[src/rtl/sce_pkg.sv]
package sce_pkg;
  typedef enum logic [1:0] {
    CLS_PLAIN = 2'd0,
    CLS_SPILL = 2'd1,
    CLS_RAW   = 2'd2
  } line_cls_e;
endpackage

[src/rtl/sce_half_detect.sv]
module sce_half_detect #(
  parameter int HALF_W = 16
) (
  input  logic [HALF_W-1:0] upper_i,
  output logic              fit_o,
  output logic              sign_o
);
  logic all_one, all_zero;
  assign all_one  = &upper_i;
  assign all_zero = ~|upper_i;
  assign fit_o    = all_one | all_zero;
  assign sign_o   = all_one;
endmodule

[src/rtl/sce_slot_pack.sv]
module sce_slot_pack #(
  parameter int N_WORDS    = 8,
  parameter int HALF_W     = 16,
  parameter int N_SLOTS    = 2,
  parameter int SLOT_STORE = 2
) (
  input  logic [N_WORDS*HALF_W-1:0]    upper_i,
  input  logic [N_WORDS-1:0]           fit_i,
  output logic [SLOT_STORE*HALF_W-1:0] slot_o,
  output logic [N_WORDS-1:0]           pos_o,
  output logic                         over_o,
  output logic                         spill_o
);
  logic [SLOT_STORE*HALF_W-1:0] slot_raw;
  logic [N_WORDS-1:0]           pos_raw;
  int                           miss_cnt;

  // ascending word order fills ascending slots
  always_comb begin
    slot_raw = '0;
    pos_raw  = '0;
    miss_cnt = 0;
    for (int w = 0; w < N_WORDS; w++) begin
      if (!fit_i[w]) begin
        if (miss_cnt < N_SLOTS) begin
          slot_raw[miss_cnt*HALF_W +: HALF_W] = upper_i[w*HALF_W +: HALF_W];
          pos_raw[w] = 1'b1;
        end
        miss_cnt = miss_cnt + 1;
      end
    end
  end

  assign over_o  = (miss_cnt > N_SLOTS);
  assign spill_o = (miss_cnt != 0);
  assign slot_o  = over_o ? '0 : slot_raw;
  assign pos_o   = over_o ? '0 : pos_raw;
endmodule

[src/rtl/sce_out_stage.sv]
module sce_out_stage #(
  parameter int W = 8
) (
  input  logic         clk_i,
  input  logic         rst_ni,
  input  logic         en_i,
  input  logic [W-1:0] d_i,
  output logic [W-1:0] q_o
);
  always_ff @(posedge clk_i or negedge rst_ni) begin
    if (!rst_ni)   q_o <= '0;
    else if (en_i) q_o <= d_i;
  end
endmodule

[src/rtl/sign_line_enc.sv]
module sign_line_enc
  import sce_pkg::*;
#(
  parameter int WORD_W     = 32,
  parameter int N_WORDS    = 8,
  parameter int N_SLOTS    = 2,
  parameter int HALF_W     = WORD_W / 2,
  parameter int SLOT_STORE = (N_SLOTS == 0) ? 1 : N_SLOTS
) (
  input  logic                         clk_i,
  input  logic                         rst_ni,
  input  logic                         valid_i,
  input  logic [N_WORDS*WORD_W-1:0]    line_i,
  output logic                         valid_o,
  output logic                         packed_o,
  output logic [1:0]                   class_o,
  output logic [N_WORDS-1:0]           sign_o,
  output logic [N_WORDS*HALF_W-1:0]    lower_o,
  output logic [SLOT_STORE*HALF_W-1:0] slot_o,
  output logic [N_WORDS-1:0]           slot_pos_o,
  output logic [N_WORDS*HALF_W-1:0]    upper_o
);
  localparam int HV_W   = N_WORDS * HALF_W;
  localparam int SL_W   = SLOT_STORE * HALF_W;
  localparam int DATA_W = 1 + 2 + N_WORDS + HV_W + SL_W + N_WORDS + HV_W;

  if (N_SLOTS < 0 || N_SLOTS > N_WORDS || (WORD_W % 2) != 0) begin : g_bad_cfg
    $error("sign_line_enc: N_SLOTS must be 0..N_WORDS and WORD_W even");
  end

  logic [HV_W-1:0]    upper_w, lower_w;
  logic [N_WORDS-1:0] fit_w, sgn_w;

  for (genvar w = 0; w < N_WORDS; w++) begin : g_word
    assign lower_w[w*HALF_W +: HALF_W] = line_i[w*WORD_W +: HALF_W];
    assign upper_w[w*HALF_W +: HALF_W] = line_i[w*WORD_W+HALF_W +: HALF_W];
    sce_half_detect #(.HALF_W(HALF_W)) u_det (
      .upper_i (upper_w[w*HALF_W +: HALF_W]),
      .fit_o   (fit_w[w]),
      .sign_o  (sgn_w[w])
    );
  end

  logic [SL_W-1:0]    slot_c;
  logic [N_WORDS-1:0] pos_c;
  logic               over_c, spill_c;

  sce_slot_pack #(
    .N_WORDS(N_WORDS), .HALF_W(HALF_W), .N_SLOTS(N_SLOTS), .SLOT_STORE(SLOT_STORE)
  ) u_pack (
    .upper_i (upper_w),
    .fit_i   (fit_w),
    .slot_o  (slot_c),
    .pos_o   (pos_c),
    .over_o  (over_c),
    .spill_o (spill_c)
  );

  logic               packed_c;
  line_cls_e          cls_c;
  logic [N_WORDS-1:0] sign_c;
  logic [HV_W-1:0]    upper_c;

  always_comb begin
    packed_c = !over_c;
    sign_c   = packed_c ? sgn_w : '0;
    upper_c  = packed_c ? '0 : upper_w;
    if (over_c)       cls_c = CLS_RAW;
    else if (spill_c) cls_c = CLS_SPILL;
    else              cls_c = CLS_PLAIN;
  end

  logic [DATA_W-1:0] d_bus, q_bus;
  assign d_bus = {packed_c, cls_c, sign_c, lower_w, slot_c, pos_c, upper_c};

  sce_out_stage #(.W(DATA_W)) u_data (
    .clk_i (clk_i), .rst_ni (rst_ni), .en_i (valid_i), .d_i (d_bus), .q_o (q_bus)
  );
  sce_out_stage #(.W(1)) u_vld (
    .clk_i (clk_i), .rst_ni (rst_ni), .en_i (1'b1), .d_i (valid_i), .q_o (valid_o)
  );

  assign {packed_o, class_o, sign_o, lower_o, slot_o, slot_pos_o, upper_o} = q_bus;
endmodule

[config.mk]
export PLATFORM = sky130hd
export DESIGN_NAME = sign_line_enc
export DESIGN_NICKNAME = d
export VERILOG_FILES = /design/src/rtl/sce_pkg.sv /design/src/rtl/sce_half_detect.sv /design/src/rtl/sce_slot_pack.sv /design/src/rtl/sce_out_stage.sv /design/src/rtl/sign_line_enc.sv
export SDC_FILE = /design/constraint.sdc
export NUM_CORES = 1
export LEC_CHECK = 0
export ABC_AREA = 1
export CAP_MARGIN = 40
export CELL_PAD_IN_SITES_DETAIL_PLACEMENT = 1
export CELL_PAD_IN_SITES_GLOBAL_PLACEMENT = 1
export CORE_MARGIN = 2
export CORE_UTILIZATION = 35
export DETAILED_ROUTE_END_ITERATION = 7
export PLACE_DENSITY = 0.85
export SYNTH_ARGS = -nofsm -noshare
export SYNTH_HDL_FRONTEND = slang
export SYNTH_SLANG_ARGS = --single-unit
export TNS_END_PERCENT = 50
[constraint.sdc]
create_clock -name clk_i -period 1.65 [get_ports clk_i]
set_input_delay 0.33 -clock clk_i [delete_from_list [all_inputs] [get_ports clk_i]]
set_output_delay 0.33 -clock clk_i [all_outputs]
set_load 0.01 [all_outputs]
* Word level (Yosys, flattened, before mapping) *
Cells that the tools add are included.

word-level totals
  bits of input ports = 259
  word-level logic and storage cells = 123
  output and inout bits = 308
  register bits after elaboration = 308

cells by class
  $add $sub $neg = 14
  shift operators = 14
  reduce and logical (&&, ||, !) cells = 26
  bitwise logic cells = 8
  order comparisons = 8
  multiplexer cells = 51

operator list
  operator                    count
  $mux W32                    22
  $shift A16 B33 Y32 const A  7
  $shiftx A16 B33 Y32         7
  $bwmux W32                  7
  $neg A32 Y33                6
  $add A32 B2 Y32 const B     6
  $lt A32 B3 Y1 const B       6
  $mux W128                   1
  $reduce_and A16 Y1          8
  $reduce_or A16 Y1           8
  $neg A5 Y33                 1
  $gt A32 B3 Y1 const B       1
  $reduce_bool A32 Y1         1
  $mux W1                     17
  $mux W16                    1
  $mux W8                     2
  $logic_not A1 Y1            9
  $or A1 B1 Y1                8
  $add A1 B1 Y2 const B       1
  $lt A1 B2 Y1 const B        1
  $mux W2                     1

* Logic depth before layout (Yosys ltp) *
  word-level depth = 28
  mapped depth = 41
  mapped depth without buffers = 39

* By module *
From an unflattened synthesis, not the netlist that was laid out.

second synthesis, totals
  cell total of the unflattened synthesis = 2806
  area, all modules = 18243.7 µm²

by module, submodules not included
  module                   area an instance (µm²)  seq. area each (µm²)  times used  cells an instance
  sce_out_stage at u_data  11534.8                 7682.4                1           1296
  sce_slot_pack            4386.7                  0.0                   1           926
  sign_line_enc            1181.1                  0.0                   1           291
  sce_half_detect          137.6                   0.0                   8           36
  sce_out_stage at u_vld   40.0                    25.0                  1           5

* Least setup slack after synthesis *
OpenSTA, ideal clock, no wires.

  kind = input port to flip-flop
  start point = input line_i[24]
  end point = register u_data.q_o[10]
  library setup time = 0.126 ns
  cell stages on the path = 33
  buffers on the path = 3
  arrival time = 5.885 ns
  path slack = -4.361 ns
  data required time = 1.524 ns
  path through = inv_1 > nor4_1 > nand4_1 > nand2_1 > inv_1 > clkbuf_1 > fa_1 > inv_1 > ha_1 > nand2_1 > nand2_1 > ha_1 > nand2_1 > nand2_1 > ha_1 > inv_1 > nand2_1 > nand2_1 > inv_1 > ha_1 > or2_2 > nand2_2 > inv_1 > ha_1 > or2_2 > o21ai_1 > nor2_1 > a21oi_1 > nand2_1 > nand2_2 > buf_4 > buf_4 > o21ai_0

between the ends
  word-level cells in the longest chain between the ends = 20
  elaborated cells between the ends (all ways) = 21
  those cells by class = add/sub: 7; order compare: 1; mux: 9; bitwise: 1; reduce/logical: 3

RTL lines
  element                 RTL line               RTL
  start: declaration      sign_line_enc.sv:13    input logic [N_WORDS*WORD_W-1:0] line_i,
  $reduce_or A16 Y1       sce_half_detect.sv:10  assign all_zero = ~|upper_i;
  $logic_not A1 Y1        sce_half_detect.sv:10
  $or A1 B1 Y1 *          sce_half_detect.sv:11  assign fit_o = all_one | all_zero;
  $mux W1 *               sce_slot_pack.sv:24    if (!fit_i[w]) begin
  $add A1 B1 Y2           sce_slot_pack.sv:29    miss_cnt = miss_cnt + 1;
  $mux W32 *              sce_slot_pack.sv:24
  $add A32 B2 Y32         sce_slot_pack.sv:29
  $mux W32 *              sce_slot_pack.sv:24
  (+4 left out)           n/a
  $add A32 B2 Y32         sce_slot_pack.sv:29
  $mux W32 *              sce_slot_pack.sv:24
  $add A32 B2 Y32         sce_slot_pack.sv:29
  $mux W32 *              sce_slot_pack.sv:24
  $add A32 B2 Y32         sce_slot_pack.sv:29
  $mux W32 *              sce_slot_pack.sv:24
  $gt A32 B3 Y1 *         sce_slot_pack.sv:34    assign over_o = (miss_cnt > N_SLOTS);
  $mux W128 *             sign_line_enc.sv:67    upper_c = packed_c ? '0 : upper_w;
  end signal: assignment  sce_out_stage.sv:12    else if (en_i) q_o <= d_i;
  end: declaration        sce_out_stage.sv:8     output logic [W-1:0] q_o

Every way passes the cells marked *; elsewhere a longest branch is shown, timed or not.
A chain may end at the register's enable or synchronous reset.

* Worst setup path after layout *
  start point = input line_i[29]
  end point = register u_data.q_o[164]

between the ends
  word-level cells in the longest chain between the ends = 28
  elaborated cells between the ends (all ways) = 70
  those cells by class = add/sub: 14; order compare: 8; shift: 14; mux: 30; bitwise: 1; reduce/logical: 3

RTL lines
  element                                                                   RTL line               RTL
  $reduce_or A16 Y1                                                         sce_half_detect.sv:10
  $logic_not A1 Y1                                                          sce_half_detect.sv:10
  $or A1 B1 Y1 *                                                            sce_half_detect.sv:11
  $mux W1 *                                                                 sce_slot_pack.sv:24
  parallel branches: the longest is 23 deep, another holds $add A32 B2 Y32  n/a
  $mux W32 *                                                                sce_slot_pack.sv:36    assign slot_o = over_o ? '0 : slot_raw;

Mark *: on every way between the ends.

==> impl.org <==
** Run status
- Status :: complete, but fails checks
- The final reports fail on negative setup slack.

** Cells and area
- Of the cells placed in the final design, the portion with a size suffix greater than 1 is 0.281.
- In the final layout, the multi-input gates occupy 0.00867 sq mm.
- Util after Layout :: 0.635
- Total area of sequential cells :: 0.00771 sq mm
- Fill cells in the final layout number 5368.
- Post-synthesis to final-layout area growth :: 79.1%
- Net count, final :: 3496

** Detailed routing
- The first routing iteration left 2213 violations.
- Routed wire per std cell :: 28.1 microns
- Count of nets left with antenna violations after detail routing :: 0
- After detailed routing, the number of remaining DRC violations is 0.
- The final route contains 22200 vias.
- After detailed routing, the total wire length is 108000 microns.
- Vias/cell :: 5.75
- For this run, the detailed router's first-pass iteration total came to 6.

** Global route
- The number of global-route vias before repair is 23300.
- The first global-routing pass estimated 146000 microns of wire.
- For this run the aggregate overflow at the end of global routing stands at 0.
- The initial antenna violation count is 13.
- All-layer global routing usage :: 0.389
- Largest net degree at the start of global routing :: 82

** Synthesis
- Of the total synthesized cell area, the portion taken by XOR and XNOR cells is 0.00106.
- By count the netlist is led by sky130_fd_sc_hd__nand2_1 (901), sky130_fd_sc_hd__dfrtp_1 (308), sky130_fd_sc_hd__o21ai_0 (200), sky130_fd_sc_hd__inv_1 (178), sky130_fd_sc_hd__nand3_1 (105).
- The most common cell in the synthesized netlist is sky130_fd_sc_hd__nand2_1.
- In the synthesized netlist the async set-or-reset flop fraction comes to 1.00.
- For this run, the number of Yosys warnings is 0.
- The share of the synthesized area in compound gates (AO/OA/AOI/OAI) was 0.102.
- In the synthesized netlist the dominant register cell turns out to be sky130_fd_sc_hd__dfrtp_1.
- Multiplexer share of the synthesized area :: 0
- The number of different library cells used by synthesis comes to 46.
- Fraction of the mapped netlist area in adder cells :: 0.0149
- Synthesis inferred 308 register bits.
- Gate count after technology mapping :: 2235
- In this run, synthesis inferred 0 flip-flops with an integrated enable.
- Of the total synthesized cell area, the portion taken by AND, OR, NAND and NOR gates is 0.337.
- After synthesis, the largest family of logic cells by area is simple AND/OR/NAND/NOR gates.
- Mapped Avg Cell Area :: 7.38 sq um
- The synthesized netlist occupies a cell area of 0.0165 sq mm.
- Largest area contributor in the netlist :: sky130_fd_sc_hd__dfrtp_1
- Portion of synthesized cell area occupied by the leading cell type :: 0.467
- Largest cells by area after synthesis :: sky130_fd_sc_hd__dfrtp_1 (47%), sky130_fd_sc_hd__nand2_1 (21%), sky130_fd_sc_hd__o21ai_0 (6.1%)
- Seq/Total Area, Yosys :: 0.467

** Power and ir drop
- The worst-case IR drop observed on VDD is 0.731 mV.
- Dividing total power by cell area gives a power density of 736 mW/mm^2.
- Lkg Pwr :: 15.1 nW

** Critical path
- Worst Setup Path Type :: in -> reg
- Along the worst path, the maximum fanout reaches 5.
- STA classifies the critical path startpoint as an input port.
- The cell that appears most often on the critical path is sky130_fd_sc_hd__ha_4.
- Total buffers and inverters traversed by the critical path :: 9
- Critical path's largest stage delay :: 0.63 ns
- STA classifies the critical path endpoint as a register.
- Data on the critical path is required at its endpoint by 2.10 ns.
- Top cell family by delay on the critical path :: simple AND/OR/NAND/NOR gates
- Data arrives at the worst endpoint at 5.94 ns.
- Cell type of the slowest stage on the worst timing path :: sky130_fd_sc_hd__fa_2

** Timing
- At the pin with the least slew margin, the transition time is 0.732 ns.
- Final period demand of the worst path :: 5.49 ns
- For this run, the top clock speed supported by timing is 0.182 GHz.
- Measured against its own limit, the worst slew margin works out to 0.507.
- Across the routed clock network, the largest skew measured is 0 ns.
- Setup repair after global routing could not meet its margin everywhere.
- The total count of hold-check failures in the final report was 0.
- Setup WS post-layout :: -3.84 ns
- Setup violations remaining at the end of the flow were counted as 427.
- Crit share post-route :: 3.33
- Final Max Tran Viols :: 0

** Clock network
- Worst-Skew Late Latency :: 0.56 ns
- CTS Buf Count :: 36
- Clock tree synthesis selected as its root buffer the cell sky130_fd_sc_hd__clkbuf_16.
- CTS tree :: yes
- Clock slew seen by the registers of the worst setup and hold paths :: 0.08 ns
- The H-tree was split into 2 levels.
- Max Buffers Root-to-Sink :: 3
- Number of sinks driven by the clock tree :: 308

** Floorplan
- The floorplan step defined a die boundary enclosing 0.0489 sq mm.
- The floorplan has 79 rows.
- Initial core utilization :: 0.354
- Chip Height :: 221 microns
- The die is 221 microns wide.
- Standard cell core area :: 0.0466 sq mm
- 567 I/O pins were placed.

** Placed design
- Port-buffer cells :: 566
- At the end of routability-driven placement, the weighted congestion stood at 0.996.
- Post-Place Worst Slack :: -4.53 ns
- DPL Wire Length :: 70000 microns

** Min path
- The worst hold path belongs to the class in -> reg.

** Job
- Max-capacitance violation count :: 0
[kinds of logic (layout without fill, tap and decap cells)]
| family | Yosys count | in the layout |
|---|---|---|
| and+or+nand+nor | 1282 | 1284 |
| buffers and inverters | 318 | 1318 |
| DFF | 308 | 308 |
| AOI/OAI and AO/OA | 305 | 305 |
| adders and majority gates | 19 | 19 |
| xor gates and xnor gates | 2 | 2 |
| other | 1 | 12 |
[layer usage]
metal | track usage | share of wire | up-vias
met3 | 0.0867 | 0.095 | 535
met5 | 0 | 0.00033 | -
li1 | - | - | 9213
met1 | 0.458 | 0.36 | 11000
met2 | 0.641 | 0.46 | 1446
met4 | 0.250 | 0.087 | 4
[per-stage QoR]
stage | setup TNS, ns | power (mW) | hold slack, ns | std cells | instance area [sq um]
after detailed placement | -759.81 | 13.0 | 0.267 | 3705 | 26000
after global placement | -709.54 | 12.8 | 0.271 | 3705 | 26000
final | -678.41 | 21.7 | 0.0735 | 3855 | 29500
after CTS | -597.93 | 21.2 | 0.0887 | 3823 | 28500
after floorplan | -568.19 | 9.75 | 0.0344 | 2236 | 16700
after global routing | -702.58 | 22.3 | 0.0683 | 3854 | 29500
[worst min-delay path, cell delays in order]
cell	delay (ns)
sky130_fd_sc_hd__buf_2	0.14
sky130_fd_sc_hd__inv_6	0.07
sky130_fd_sc_hd__o21ai_2	0.05
[sequential cells by signal, indices dropped and copies added (netlist names)]
name        cells
u_data.q_o    307
u_vld.q_o       1
[area by class of cell]
| class | count | area share |
|---|---|---|
| timing repair buffer | 1055 | 0.352 |
| inverter | 205 | 0.0284 |
| sequential | 308 | 0.261 |
| multi-input combinational | 1612 | 0.294 |
| clock inverter | 7 | 0.00263 |
| antenna | 10 | 0.000847 |
| clock buffer | 51 | 0.0354 |
| tap | 607 | 0.0257 |
[timing repair]
item | CTS | global route
gates cloned | 17 | 12
pin swaps | 70 | 66
setup buffers | 42 | 21
resized for setup | 413 | 270
hold endpoints to repair | 23 | 0
hold buffers | 1 | 0
setup endpoints to repair | 487 | 487
[power by group]
part | internal [mW] | total, mW | switching [mW]
clock | 4.57 | 8.09 | 3.53
sequential | 8.12 | 8.51 | 0.394
combinational | 2.44 | 5.13 | 2.69
total | 15.1 | 21.7 | 6.62
[path summary, 6_finish.rpt]
| kind | slack, ns | from | endpoint | depth (start not counted) |
|---|---|---|---|---|
| max | -3.84 | line_i[29] | u_data.q_o[164] | 37 |
| min | 0.07 | line_i[19] | u_data.q_o[3] | 3 |
| max reg2reg | 0.70 | u_data.q_o[24] | u_data.q_o[24] | 2 |
| min reg2reg | 0.48 | u_data.q_o[253] | u_data.q_o[253] | 2 |
| max in group asynchronous | 0.53 | rst_ni | u_data.q_o[280] | 3 |
| min in group asynchronous | 0.32 | rst_ni | u_data.q_o[3] | 2 |
[layout by cell type (no fill, tap or decap), types with 11 or more instances in the layout]
master	n
sky130_fd_sc_hd__a22oi_1	11
sky130_fd_sc_hd__o21ai_4	11
sky130_fd_sc_hd__nor4_1	18
sky130_fd_sc_hd__nand2_4	13
sky130_fd_sc_hd__a21oi_1	32
sky130_fd_sc_hd__buf_12	40
sky130_fd_sc_hd__nand2_1	856
sky130_fd_sc_hd__buf_2	12
sky130_fd_sc_hd__nor2_1	83
sky130_fd_sc_hd__buf_4	417
sky130_fd_sc_hd__inv_4	12
sky130_fd_sc_hd__o21ai_2	89
sky130_fd_sc_hd__clkbuf_16	46
sky130_fd_sc_hd__inv_2	45
sky130_fd_sc_hd__o21ai_0	62
sky130_fd_sc_hd__nand3_1	87
sky130_fd_sc_hd__inv_1	140
sky130_fd_sc_hd__nand2_2	67
sky130_fd_sc_hd__nand3_2	24
sky130_fd_sc_hd__o211ai_1	21
sky130_fd_sc_hd__o2111ai_1	13
sky130_fd_sc_hd__o21ai_1	47
sky130_fd_sc_hd__clkdlybuf4s50_1	452
sky130_fd_sc_hd__nand4_1	79
sky130_fd_sc_hd__buf_6	22
sky130_fd_sc_hd__dfrtp_1	307
sky130_fd_sc_hd__dlymetal6s2s_1	61
Note: power is estimated with default switching activity, not from simulation.
